--- src/rtl/eint_pkg.sv ---
package eint_pkg;

    // Trigger mode encodings held in each 4-bit field
    typedef enum logic [3:0] {
        TRIG_RISE = 4'd0,
        TRIG_FALL = 4'd1,
        TRIG_HIGH = 4'd2,
        TRIG_LOW  = 4'd3,
        TRIG_BOTH = 4'd4
    } trig_e;

    localparam int DATA_W        = 32;
    localparam int FIELD_W       = 4;
    localparam int LINES_PER_CFG = DATA_W / FIELD_W;

    // Byte offsets of the register window
    localparam int CFG_BASE = 'h200;
    localparam int EN_OFS   = 'h210;
    localparam int STAT_OFS = 'h214;

endpackage

--- src/rtl/eint_sync.sv ---
module eint_sync #(
    parameter int WIDTH = 32
) (
    input  logic             clk,
    input  logic             rst_n,
    input  logic [WIDTH-1:0] raw_i,
    output logic [WIDTH-1:0] lvl_o,
    output logic [WIDTH-1:0] lvl_d_o
);

    logic [WIDTH-1:0] meta_q;
    logic [WIDTH-1:0] lvl_q;
    logic [WIDTH-1:0] lvl_d_q;

    // Two metastability flops, then one more stage for edge comparison
    always_ff @(posedge clk or negedge rst_n) begin
        if (!rst_n) begin
            meta_q  <= '0;
            lvl_q   <= '0;
            lvl_d_q <= '0;
        end else begin
            meta_q  <= raw_i;
            lvl_q   <= meta_q;
            lvl_d_q <= lvl_q;
        end
    end

    assign lvl_o   = lvl_q;
    assign lvl_d_o = lvl_d_q;

endmodule

--- src/rtl/eint_detect.sv ---
module eint_detect
    import eint_pkg::*;
#(
    parameter int NUM_LINES = 32
) (
    input  logic [NUM_LINES-1:0]         lvl_i,
    input  logic [NUM_LINES-1:0]         lvl_d_i,
    input  logic [NUM_LINES*FIELD_W-1:0] mode_i,
    output logic [NUM_LINES-1:0]         hit_o
);

    for (genvar i = 0; i < NUM_LINES; i++) begin : g_line
        logic [FIELD_W-1:0] mode;
        assign mode = mode_i[i*FIELD_W +: FIELD_W];

        always_comb begin
            unique case (mode)
                TRIG_RISE: hit_o[i] =  lvl_i[i] & ~lvl_d_i[i];
                TRIG_FALL: hit_o[i] = ~lvl_i[i] &  lvl_d_i[i];
                TRIG_HIGH: hit_o[i] =  lvl_i[i];
                TRIG_LOW:  hit_o[i] = ~lvl_i[i];
                TRIG_BOTH: hit_o[i] =  lvl_i[i] ^  lvl_d_i[i];
                default:   hit_o[i] = 1'b0; // reserved codes
            endcase
        end
    end

endmodule

--- src/rtl/eint_regs.sv ---
module eint_regs
    import eint_pkg::*;
#(
    parameter int NUM_LINES = 32,
    parameter int ADDR_W    = 12
) (
    input  logic                         clk,
    input  logic                         rst_n,
    input  logic                         bus_wen,
    input  logic [ADDR_W-1:0]            bus_addr,
    input  logic [DATA_W-1:0]            bus_wdata,
    output logic [DATA_W-1:0]            bus_rdata,
    input  logic [NUM_LINES-1:0]         hit_i,
    output logic [NUM_LINES*FIELD_W-1:0] mode_o,
    output logic                         irq_o
);

    localparam int NUM_CFG = (NUM_LINES + LINES_PER_CFG - 1) / LINES_PER_CFG;

    logic [DATA_W-1:0]    cfg_q [NUM_CFG];
    logic [NUM_LINES-1:0] en_q;
    logic [NUM_LINES-1:0] stat_q;
    logic [NUM_LINES-1:0] clr_vec;
    logic [NUM_LINES-1:0] set_vec;
    logic                 irq_q;
    logic                 en_sel;
    logic                 stat_sel;

    assign en_sel   = (bus_addr == ADDR_W'(EN_OFS));
    assign stat_sel = (bus_addr == ADDR_W'(STAT_OFS));

    // Mode registers
    always_ff @(posedge clk or negedge rst_n) begin
        if (!rst_n) begin
            for (int g = 0; g < NUM_CFG; g++) cfg_q[g] <= '0;
        end else if (bus_wen) begin
            for (int g = 0; g < NUM_CFG; g++) begin
                if (bus_addr == ADDR_W'(CFG_BASE + 4 * g)) cfg_q[g] <= bus_wdata;
            end
        end
    end

    for (genvar i = 0; i < NUM_LINES; i++) begin : g_mode
        assign mode_o[i*FIELD_W +: FIELD_W] =
            cfg_q[i / LINES_PER_CFG][(i % LINES_PER_CFG) * FIELD_W +: FIELD_W];
    end

    // Enable register
    always_ff @(posedge clk or negedge rst_n) begin
        if (!rst_n)                 en_q <= '0;
        else if (bus_wen && en_sel) en_q <= bus_wdata[NUM_LINES-1:0];
    end

    // Pending register: hardware set has priority over write-one clear
    assign clr_vec = (bus_wen && stat_sel) ? bus_wdata[NUM_LINES-1:0] : '0;
    assign set_vec = hit_i & en_q;

    always_ff @(posedge clk or negedge rst_n) begin
        if (!rst_n) stat_q <= '0;
        else        stat_q <= (stat_q & ~clr_vec) | set_vec;
    end

    always_ff @(posedge clk or negedge rst_n) begin
        if (!rst_n) irq_q <= 1'b0;
        else        irq_q <= |(stat_q & en_q);
    end

    assign irq_o = irq_q;

    // Read mux
    always_comb begin
        bus_rdata = '0;
        for (int g = 0; g < NUM_CFG; g++) begin
            if (bus_addr == ADDR_W'(CFG_BASE + 4 * g)) bus_rdata = cfg_q[g];
        end
        if (en_sel)   bus_rdata[NUM_LINES-1:0] = en_q;
        if (stat_sel) bus_rdata[NUM_LINES-1:0] = stat_q;
    end

    // a written one clears the bit unless a new event lands in that cycle
    p_w1c_clears_r10: assert property (@(posedge clk) disable iff (!rst_n)
        (bus_wen && stat_sel) |=> ((stat_q & $past(bus_wdata[NUM_LINES-1:0] & ~(hit_i & en_q))) == '0));

    // an event on an enabled line is never lost to a simultaneous clear
    p_set_wins_r11: assert property (@(posedge clk) disable iff (!rst_n)
        (|(hit_i & en_q)) |=> ((stat_q & $past(hit_i & en_q)) == $past(hit_i & en_q)));

    // newly set pending bits belong to lines that were enabled
    p_enabled_only_r9: assert property (@(posedge clk) disable iff (!rst_n)
        1'b1 |=> ((stat_q & ~$past(stat_q) & ~$past(en_q)) == '0));

    // the request only rises from an enabled pending bit
    p_irq_source_r12: assert property (@(posedge clk) disable iff (!rst_n)
        irq_o |-> $past(|(stat_q & en_q)));

endmodule

--- src/rtl/eint_ctrl.sv ---
module eint_ctrl
    import eint_pkg::*;
#(
    parameter int NUM_LINES = 32,
    parameter int ADDR_W    = 12
) (
    input  logic                 clk,
    input  logic                 rst_n,
    input  logic [NUM_LINES-1:0] eint_in,
    input  logic                 bus_wen,
    input  logic [ADDR_W-1:0]    bus_addr,
    input  logic [31:0]          bus_wdata,
    output logic [31:0]          bus_rdata,
    output logic                 irq
);

    logic [NUM_LINES-1:0]         lvl;
    logic [NUM_LINES-1:0]         lvl_d;
    logic [NUM_LINES-1:0]         hit;
    logic [NUM_LINES*FIELD_W-1:0] mode;

    eint_sync #(.WIDTH(NUM_LINES)) i_sync (
        .clk     (clk),
        .rst_n   (rst_n),
        .raw_i   (eint_in),
        .lvl_o   (lvl),
        .lvl_d_o (lvl_d)
    );

    eint_detect #(.NUM_LINES(NUM_LINES)) i_detect (
        .lvl_i   (lvl),
        .lvl_d_i (lvl_d),
        .mode_i  (mode),
        .hit_o   (hit)
    );

    eint_regs #(.NUM_LINES(NUM_LINES), .ADDR_W(ADDR_W)) i_regs (
        .clk       (clk),
        .rst_n     (rst_n),
        .bus_wen   (bus_wen),
        .bus_addr  (bus_addr),
        .bus_wdata (bus_wdata),
        .bus_rdata (bus_rdata),
        .hit_i     (hit),
        .mode_o    (mode),
        .irq_o     (irq)
    );

    for (genvar i = 0; i < NUM_LINES; i++) begin : g_chk
        logic [FIELD_W-1:0] m;
        assign m = mode[i*FIELD_W +: FIELD_W];

        // an edge-mode event needs a change on the synchronized line
        p_edge_needs_change_r5: assert property (@(posedge clk) disable iff (!rst_n)
            (hit[i] && (m == TRIG_RISE || m == TRIG_FALL || m == TRIG_BOTH))
                |-> (lvl[i] != lvl_d[i]));

        // reserved codes stay quiet
        p_reserved_quiet_r8: assert property (@(posedge clk) disable iff (!rst_n)
            (m > FIELD_W'(TRIG_BOTH)) |-> !hit[i]);
    end

endmodule

--- config.mk ---
export PLATFORM = sky130hd
export DESIGN_NAME = eint_ctrl
export DESIGN_NICKNAME = d
export VERILOG_FILES = /design/src/rtl/eint_pkg.sv /design/src/rtl/eint_sync.sv /design/src/rtl/eint_detect.sv /design/src/rtl/eint_regs.sv /design/src/rtl/eint_ctrl.sv
export SDC_FILE = /design/constraint.sdc
export NUM_CORES = 1
export LEC_CHECK = 0
export ABC_AREA = 1
export BUFFER_PORTS_ARGS = -buffer_cell sky130_fd_sc_hd__buf_4
export CAP_MARGIN = 20
export CORE_MARGIN = 3
export CORE_UTILIZATION = 54
export CTS_CLUSTER_DIAMETER = 60
export DETAILED_ROUTE_END_ITERATION = 10
export PLACE_DENSITY_LB_ADDON = 0.05
export SLEW_MARGIN = 20
export SYNTH_ARGS = -nofsm -noshare
export SYNTH_HDL_FRONTEND = slang
export SYNTH_SLANG_ARGS = --single-unit
--- constraint.sdc ---
create_clock -name clk -period 1.52 [get_ports clk]
set_input_delay 0.152 -clock clk [delete_from_list [all_inputs] [get_ports clk]]
set_output_delay 0.152 -clock clk [all_outputs]
set_load 0.005 [all_outputs]
### Word-level counts from Yosys, hierarchy flattened

Index checks and enable logic that the tools add are counted.

* logic and storage cells: 387
* bits in registers: 289
* input bits: 79
* output and inout port bits: 33

* bitwise logic cells: 165
* mux-type cells: 39
* eq/ne operators: 134
* reduce and logical (&&, ||, !) cells: 39

Operators by type and width (number)
* == test 4 x 2 -> 1 bit (second input constant): 64
* 2-to-1 mux 32 bit: 7
* one-hot mux 1 bit (5 select lines): 32
* == test 4 x 1 -> 1 bit (second input constant): 32
* == test 4 x 3 -> 1 bit (second input constant): 32
* zero test 4 bit: 32
* AND 32 bit: 3
* == test 12 x 10 -> 1 bit (second input constant): 6
* AND 1 bit: 64
* NOT 1 bit: 64
* NOT 32 bit: 1
* OR 32 bit: 1
* OR reduction 32 bit: 1
* XOR 1 bit: 32
* AND reduction 2 bit: 4
* logical AND 1 bit: 2

### Depth between registers and ports, before layout

Gate-level depths: netlist (run 1).

* word-level depth: 7
* gate-level depth with buffers: 11
* mapped depth without buffers: 10

### Cells and area by module

Synthesis (run 1) repeated with hierarchy kept, for this count alone.

* cells, all modules: 2164
* area total of the unflattened synthesis: 16110.5 um2

Modules (own cells, without submodules)
* eint_regs: sequential area each 4829.6 um2, area an instance 10004.6 um2, cells an instance 1305, instances 1
* eint_detect: sequential area each 0.0 um2, area an instance 3703.6 um2, cells an instance 763, instances 1
* eint_sync: sequential area each 2402.3 um2, area an instance 2402.3 um2, cells an instance 96, instances 1

### Worst setup path before layout (run 1)

OpenSTA, ideal clock, no wires.

* path kind: input to output
* start point: in bus_addr[2]
* end point: out bus_rdata[14]
* setup slack: -0.015 ns
* path buffers: 3
* stages: 9
* arrival time: 1.383 ns
* data required time: 1.368 ns
* path through: buf_4 inv_1 nor2_1 nand2_1 nor3_2 buf_2 buf_1 nand2_1 nand4_1

* longest elaborated chain between the ends: 7
* elaborated cells on any way between the ends: 12
* classes of those cells: 6 x eq/ne; 6 x mux

Ends and longest elaborated chain
* from (decl): line eint_ctrl.sv:11 `input logic [ADDR_W-1:0] bus_addr,`
* == test 12 x 10 -> 1 bit: line eint_regs.sv:74 `if (bus_addr == ADDR_W'(CFG_BASE + 4 * g)) bus_rdata = cfg_q[g];`
* 2-to-1 mux 32 bit (4 in a row): line eint_regs.sv:74
* 2-to-1 mux 32 bit: line eint_regs.sv:76 `if (en_sel) bus_rdata[NUM_LINES-1:0] = en_q;`
* 2-to-1 mux 32 bit *: line eint_regs.sv:77 `if (stat_sel) bus_rdata[NUM_LINES-1:0] = stat_q;`
* to (decl): line eint_ctrl.sv:13 `output logic [31:0] bus_rdata,`

Mark *: on every way between the ends. The rest lies on a longest branch, timed or not.

### Worst setup path in the final report (run 1)

* start point: in bus_addr[0]
* end point: out bus_rdata[7]

The elaborated chain is that of the path after synthesis.

==> impl_results.md, run 1 <==
- Status: finished with violations
- Failing checks: setup timing
- Core box area: around 0.025 mm2
- GRT overflow: 0
- Count of cell types in the netlist: 28
- Via count: roughly 13000
- Final setup TNS: -6.54 ns
- Top cells by area, synth: dfrtp_1 51%, nand2_1 12%, o21ai_0 8.1%
- Top FF cell, synth: dfrtp_1
- Reg2Reg Launch Point: i_regs.en_q[7]
- Pint: 13600 uW
- Metal2 WL: ~21000 um
- CP Data Required Time: roughly 1.4 ns
- Hold slack final: ~0.016 ns
- Post-synthesis register bit count: about 290
- DR WL met3: a little over 4000 um
- XOR/XNOR Fraction of Synth Area: 0
- TritonCTS clock tree: done
- Reg-to-Reg End: i_regs.irq_o
- CP Max Fanout: 6
- Syn Nets: between 1500 and 2000
- Max_slew headroom: 0.666
- Top routing layer used: met4
- Total I/O pin count: 112
- Starting Density: 0.553
- Main combinational cell family by area after synthesis: simple AND/OR/NAND/NOR gates
- Chip height: roughly 170 um
- Routability cong.: between 0.8 and 0.9
- Post-synth ARST share: 1.00
- Worst setup path endpoint: bus_rdata[7]
- Simple-gate portion of the synthesized area: 0.217
- Final Worst Setup Slack: -0.252 ns
- Wire length per cell: slightly below 20 um
- Share of cells above drive strength 1: 0.223
- Die outline area: about 0.028 mm2
- FF-to-FF setup slack: -0.03 ns
- Fin crit share: 1.17
- Gate power share: 0.061
- Clock power frac: 0.486
- Routed WL: approximately 45000 um
- Switching Fraction: 0.231
- CP startpoint: bus_addr[0]
- YS warnings: 0
- Startpoint Class: input pin
- Synthesized area per cell: between 8 and 9 um2
- Fmax: between 500 and 600 MHz
- R2r worst-path depth: 5
- Layout Nets: roughly 2100
- Largest net degree at the start of global routing: 57
- Syn-to-layout area delta: 32.9%
- Clock tree buffer depth: 3
- Post-synth top cells: 437 x nand2_1, 289 x dfrtp_1, 226 x o21ai_0, 199 x inv_1, 114 x nand3_1
- Cell with the most instances after synthesis: nand2_1
- Compound-Gate Fraction of Synth Area: 0.139
- RSZ-0062 raised after global routing: true
- Clock sinks: ~290
- Pwr Total: ~18000 uW
- Dpl hpwl: roughly 30000 um
- Iter 0 DRT Violations: between 1500 and 2000
- WP data arrival: between 1.5 and 2 ns
- Via/cell ratio: approximately 5.7
- Final Max Tran Viols: 0
- Vias in the first global route: 12353
- Crit. End Element: output pin
- Slew of the pin with the lowest slew margin: around 0.50 ns
- Mux contribution to synthesized area: 0
- Number of synthesized flops with an enable pin: 0
- Adder-cell share of the synthesized area: 0.0570
- Die width: ~170 um
- Worst Setup Path Type: input pin to output pin
- Lkg Pwr: about 0.0089 uW
- Root buf cell: clkbuf_16
- Post-layout util: 0.735
- Reg area: just over 0.007 mm2
- Final Skew: around 0.013 ns
- Fillcell total: ~2000
- Cell Rows: between 50 and 60
- Net Sw Power: approximately 4100 uW
- Synth Cell Area: between 0.01 and 0.015 mm2
- Final hold vios: 0
- Total global-route track usage: 0.310
- Peak VDD IR: roughly 0.0011 V
- Largest area contributor in the netlist: dfrtp_1
- Total of max-cap violations: 0
- CTS Buf Count: 35
- N_diodes: 0
- PD cells: approximately 940 mW/mm2
- Sequential fraction of the synthesis area: 0.515
- Clk slew on worst S/H paths: ~0.06 ns
- Final setup viols: 33
- Share of the synthesized area in the top cell type: 0.515
- Initial antenna violation count: 0
- Min cycle time layout: between 1.5 and 2 ns
- Detailed Routing Iterations Pass 1: 7
- Global-route wire length before repair: around 70000 um
- Buffers on Ports: roughly 110
- CTS H-tree depth: 2
- # DRC: 0
- Post-Synthesis Cells: between 1500 and 2000
- Footprint of the multi-input gates: around 0.0061 mm2
- Reg power frac: 0.453
- Hold Path Class: input pin to flop
- Latest clock arrival within the worst-skew pair: 0.51 ns
- Remaining antenna violation count after routing: 0
- M1 wire length: roughly 19000 um
-- repair_timing --
item / CTS / global route
pin swaps: 18 / 38
buffers inserted: 48 / 11
resized for setup: 86 / 66
hold endpoints to repair: 87 / 0
cloned: 5 / 3
endpoints found under the setup margin: 35 / 44
hold buffers: 34 / 0
-- worst min-delay path by stage --
stage             startpoint                end  slack [ns]  cells after the start
6_report       bus_wdata[15]  i_regs.mode_o[15]        0.02                      3
5_1_grt        bus_wdata[15]  i_regs.mode_o[47]        0.03                      3
4_1_cts        bus_wdata[18]  i_regs.mode_o[18]       0.006                      3
3_5_place_dp           rst_n   i_sync.meta_q[1]        0.12                      1
3_3_place_gp           rst_n  i_sync.lvl_d_o[1]        0.12                      1
2_1_floorplan          rst_n     i_regs.en_q[0]       -0.14                      0
-- cell type report --
cell class                 instances  area share
clock buffer                      47      0.0547
tap                              330      0.0221
timing repair buffer             308       0.159
inverter                         202      0.0410
multi-input combinational       1135       0.326
clock inverter                    14     0.00891
sequential                       289       0.388
-- logic make-up (layout without fill, tap and decap cells) --
kind of cell | count (synthesis) | count (layout)
AOI/OAI and AO/OA | 351 | 351
adders and majority gates | 64 | 64
buffers and inverters | 267 | 571
DFF | 289 | 289
and+or+nand+nor | 720 | 720
-- stage by stage --
step           std cells  cell area (um2)  setup slack [ns]
2_1_floorplan       1691            14100            0.0158
3_3_place_gp        2166            16100            -0.273
3_5_place_dp        2166            16100            -0.262
4_1_cts             2313            18400            -0.225
5_1_grt             2325            18700            -0.302
6_report            2325            18700            -0.252
-- metal layers --
| metal | vias to the layer above | global-route usage |
|---|---|---|
| met4 | 0 | 0.0989 |
| met5 | - | 0 |
| li1 | 6128 | - |
| met1 | 6359 | 0.446 |
| met3 | 119 | 0.0510 |
| met2 | 628 | 0.487 |
-- power groups by stage --
stage               registers, uW  clock network, uW  logic (uW)
floorplan                    8070                  0         341
global placement             8110                  0         905
detailed placement           8110                  0         927
CTS                          7980               8660        1050
global route                 7990               9020        1190
finish                       7980               8560        1080
-- flip-flops by register name (all words and copies together), names as in the netlist --
name / flops
i_regs.stat_q: 32
i_regs.mode_o: 128
i_sync.meta_q: 32
i_regs.irq_o: 1
i_sync.lvl_o: 32
i_sync.lvl_d_o: 32
i_regs.en_q: 32
-- cell usage in the layout, fill, tap and decap left out, types with 11 or more instances in the layout --
| cell | n |
|---|---|
| inv_1 | 181 |
| o21ai_1 | 41 |
| ha_1 | 64 |
| nand4_1 | 37 |
| nand2_2 | 29 |
| nand3b_1 | 12 |
| nand2_1 | 409 |
| dfrtp_1 | 276 |
| dfrtp_2 | 13 |
| nand3_1 | 104 |
| a21oi_1 | 37 |
| nor2_2 | 11 |
| nor2_1 | 93 |
| buf_4 | 208 |
| dlygate4sd3_1 | 34 |
| clkbuf_16 | 37 |
| o2111ai_1 | 11 |
| o21ai_0 | 218 |
| inv_2 | 18 |
| buf_6 | 31 |
| buf_12 | 28 |
-- critical path, stage by stage --
cell,delay (ns)
buf_6,0.10
inv_4,0.05
nand2_4,0.07
buf_6,0.13
nor2_4,0.14
inv_2,0.07
nor3_4,0.20
buf_12,0.18
buf_12,0.11
buf_6,0.10
nand2_2,0.04
nand4_1,0.13
buf_4,0.13
Power figures use the tool's default switching activity.
==> run 2: changes to the inputs <==
TNS_END_PERCENT = 1   (was default)
==> run 2 against run 1 <==
The run still ends with setup timing left. Clock power about the same. Sequential power about the same. Core utilization fell by 2.8 points. Sequential cell count did not move. Global-route usage decreased by 0.82 points. Total power down 0.28%. Critical path type is now flop to output pin. Sequential share of layout area grew 1.6 points. Critical path depth is 4 lower. Count of clock-buffer cells in the layout unchanged.
==> impl_results.md, run 2 (synthesis results as in run 1) <==
- Fin crit share: 1.17 (+0.00383)
- Latest clock arrival within the worst-skew pair: 0.51 ns (about the same)
- Hold path start: bus_wdata[18]
- Routed WL: 43000 um (-5.0%)
- Largest net degree at the start of global routing: 57 (unchanged)
- Via/cell ratio: 5.63 (-1.0%)
- CP Max Fanout: 2 (-4)
- Clock sinks: 289 (unchanged)
- Area after DPL: 0.0161 mm2 (unchanged)
- Final Max Tran Viols: 0 (unchanged)
- Total of max-cap violations: 0 (unchanged)
- Reg area: 0.00725 mm2 (about the same)
- Slew of the pin with the lowest slew margin: 0.509 ns (+0.00884 ns)
- WP data arrival: 1.63 ns (about the same)
- Total global-route track usage: 0.302 (-0.00822)
- R2r worst-path depth: 5 (unchanged)
- Final Non-Filler Cells: 2274 (-2.2%)
- Pwr Total: 17600 uW (-0.28%)
- CTS H-tree depth: 2 (unchanged)
- Fillcell total: 2074 (+5.8%)
- Placed cells: 2166 (unchanged)
- Detailed Routing Iterations Pass 1: 5 (-2)
- Die width: 167 um (unchanged)
- RSZ-0062 raised after global routing: true
- Chip height: 167 um (unchanged)
- Syn-to-layout area delta: 27.8%
- N_diodes: 0 (unchanged)
- Cell with the largest stage delay on the worst path: dfrtp_1
- Clock tree buffer depth: 3 (unchanged)
- Wire length per cell: 18.9 um (-2.9%)
- Hold depth: 3 (unchanged)
- Fmax: 562 MHz (-0.33%)
- Status: finished with violations
- Initial antenna violation count: 0 (unchanged)
- Max_slew headroom: 0.661 (-0.00589)
- Peak VDD IR: 0.00110 V (-0.52%)
- Cell Rows: 58 (unchanged)
- Buffers on Ports: 111 (unchanged)
- Footprint of the multi-input gates: 0.00600 mm2 (-1.4%)
- Share of cells above drive strength 1: 0.193 (-0.0291)
- Min cycle time layout: 1.78 ns (+0.00582 ns)
- Crit. End Element: output pin
- Final hold vios: 0 (unchanged)
- Most frequent cells in the layout: 422 x nand2_1, 271 x dfrtp_1, 218 x o21ai_0
- Startpoint Class: flop
- Most Frequent Cell on Critical Path: nand2_1
- Core box area: 0.0254 mm2 (unchanged)
- CP cell instances: inv_1, nor2_1, nand3_1, nand3_2, nand2_1, nand2_1, nand2_1, nand2_2, buf_4
- Routability cong.: 0.886 (unchanged)
- Hold slack final: 0.0134 ns (-0.00296 ns)
- Lkg Pwr: 0.00850 uW (-4.1%)
- Failing checks: setup timing
- Worst Setup Path Type: flop to output pin
- CP Data Required Time: 1.37 ns (about the same)
- FF-to-FF setup slack: 0.02 ns (+0.05 ns)
- Clk slew on worst S/H paths: 0.06 ns (about the same)
- Final Skew: 0.0128 ns (-0.000707 ns)
- Remaining antenna violation count after routing: 0 (unchanged)
- Hold Path Class: input pin to flop
- Via count: 12809 (-3.2%)
- Commonest non-fill, non-tap cell in the layout: nand2_1
- Starting Density: 0.553 (unchanged)
- Crit path largest cell delay: 0.38 ns (+0.18 ns)
- Root buf cell: clkbuf_16
- Reg-to-Reg End: i_regs.stat_q[0]
- Hold EP: i_regs.mode_o[114]
- Final Worst Setup Slack: -0.258 ns (-0.00582 ns)
- Place WS: -0.262 ns (unchanged)
- CTS Buf Count: 35 (unchanged)
- Finished Cell Area: 0.0180 mm2 (-3.8%)
- Iter 0 DRT Violations: 1442 (-12%)
- PD cells: 978 mW/mm2 (+3.7%)
- Dpl hpwl: 29800 um (unchanged)
- Reg2Reg Launch Point: i_sync.lvl_o[0]
- Global-route wire length before repair: 67000 um (-2.5%)
- Max reg flops: 128 (unchanged)
- Vias in the first global route: 11978 (-3.0%)
- Final setup viols: 32 (-3.0%)
- Die outline area: 0.0280 mm2 (unchanged)
- GRT overflow: 0 (unchanged)
- Total I/O pin count: 112 (unchanged)
- TritonCTS clock tree: done
- Layout Nets: 2063 (-2.4%)
- # DRC: 0 (unchanged)
## run 2: layout make-up
class,count,area share
well taps,330,0.0230
inverters,202,0.0425
repair buffers,257,0.130
multi-input cells,1135,0.334
flip-flops and latches,289,0.404
clock buffers,47,0.0568
clock inverters,14,0.00927
## run 2: per-layer routing
metal,vias to the layer above,wire (um),global-route usage
li1,6015,-,-
met1,6172,18500,0.440
met2,543,19700,0.472
met3,79,3630,0.0496
met4,0,1160,0.0875
met5,-,0,0
## run 2: power breakdown
part	switching, uW	leakage, uW	internal [uW]	total (uW)
Clock	3300	0.000595	5240	8550
Combinational	607	0.00429	437	1040
Sequential	128	0.00362	7850	7980
Total	4040	0.00850	13500	17600
## run 2: metrics by stage
| stage | util | TNS [ns] |
|---|---|---|
| 4_1_cts | 0.702 | -4.92 |
| 6_report | 0.707 | -5.12 |
| 3_5_place_dp | 0.633 | -29.51 |
| 5_1_grt | 0.707 | -7.77 |
| 3_3_place_gp | 0.633 | -26.46 |
| 2_1_floorplan | - | 0 |
## run 2: how the worst max path moves through the flow
stage                           from              end
floorplan                bus_addr[7]  i_regs.en_q[11]
global placement         bus_addr[0]     bus_rdata[1]
detailed placement       bus_addr[0]    bus_rdata[17]
CTS                 i_regs.mode_o[2]     bus_rdata[2]
global route        i_regs.mode_o[4]     bus_rdata[4]
finish              i_regs.mode_o[4]     bus_rdata[4]
## run 2: critical path: cells and delay by family (launching register included)
kind | cells | cell delay (ns)
buffers and inverters | 2 | 0.18
flip-flops | 1 | 0.38
AND/OR/NAND/NOR | 7 | 0.55
## run 2: timing repair
item                       4_1_cts  5_1_grt
setup endpoints to repair       35       44
hold buffers                    34        0
pin swaps                       14       11
cloned                           0        0
buffers inserted                 9        4
resized for setup               65       39
hold endpoints to repair        87        0
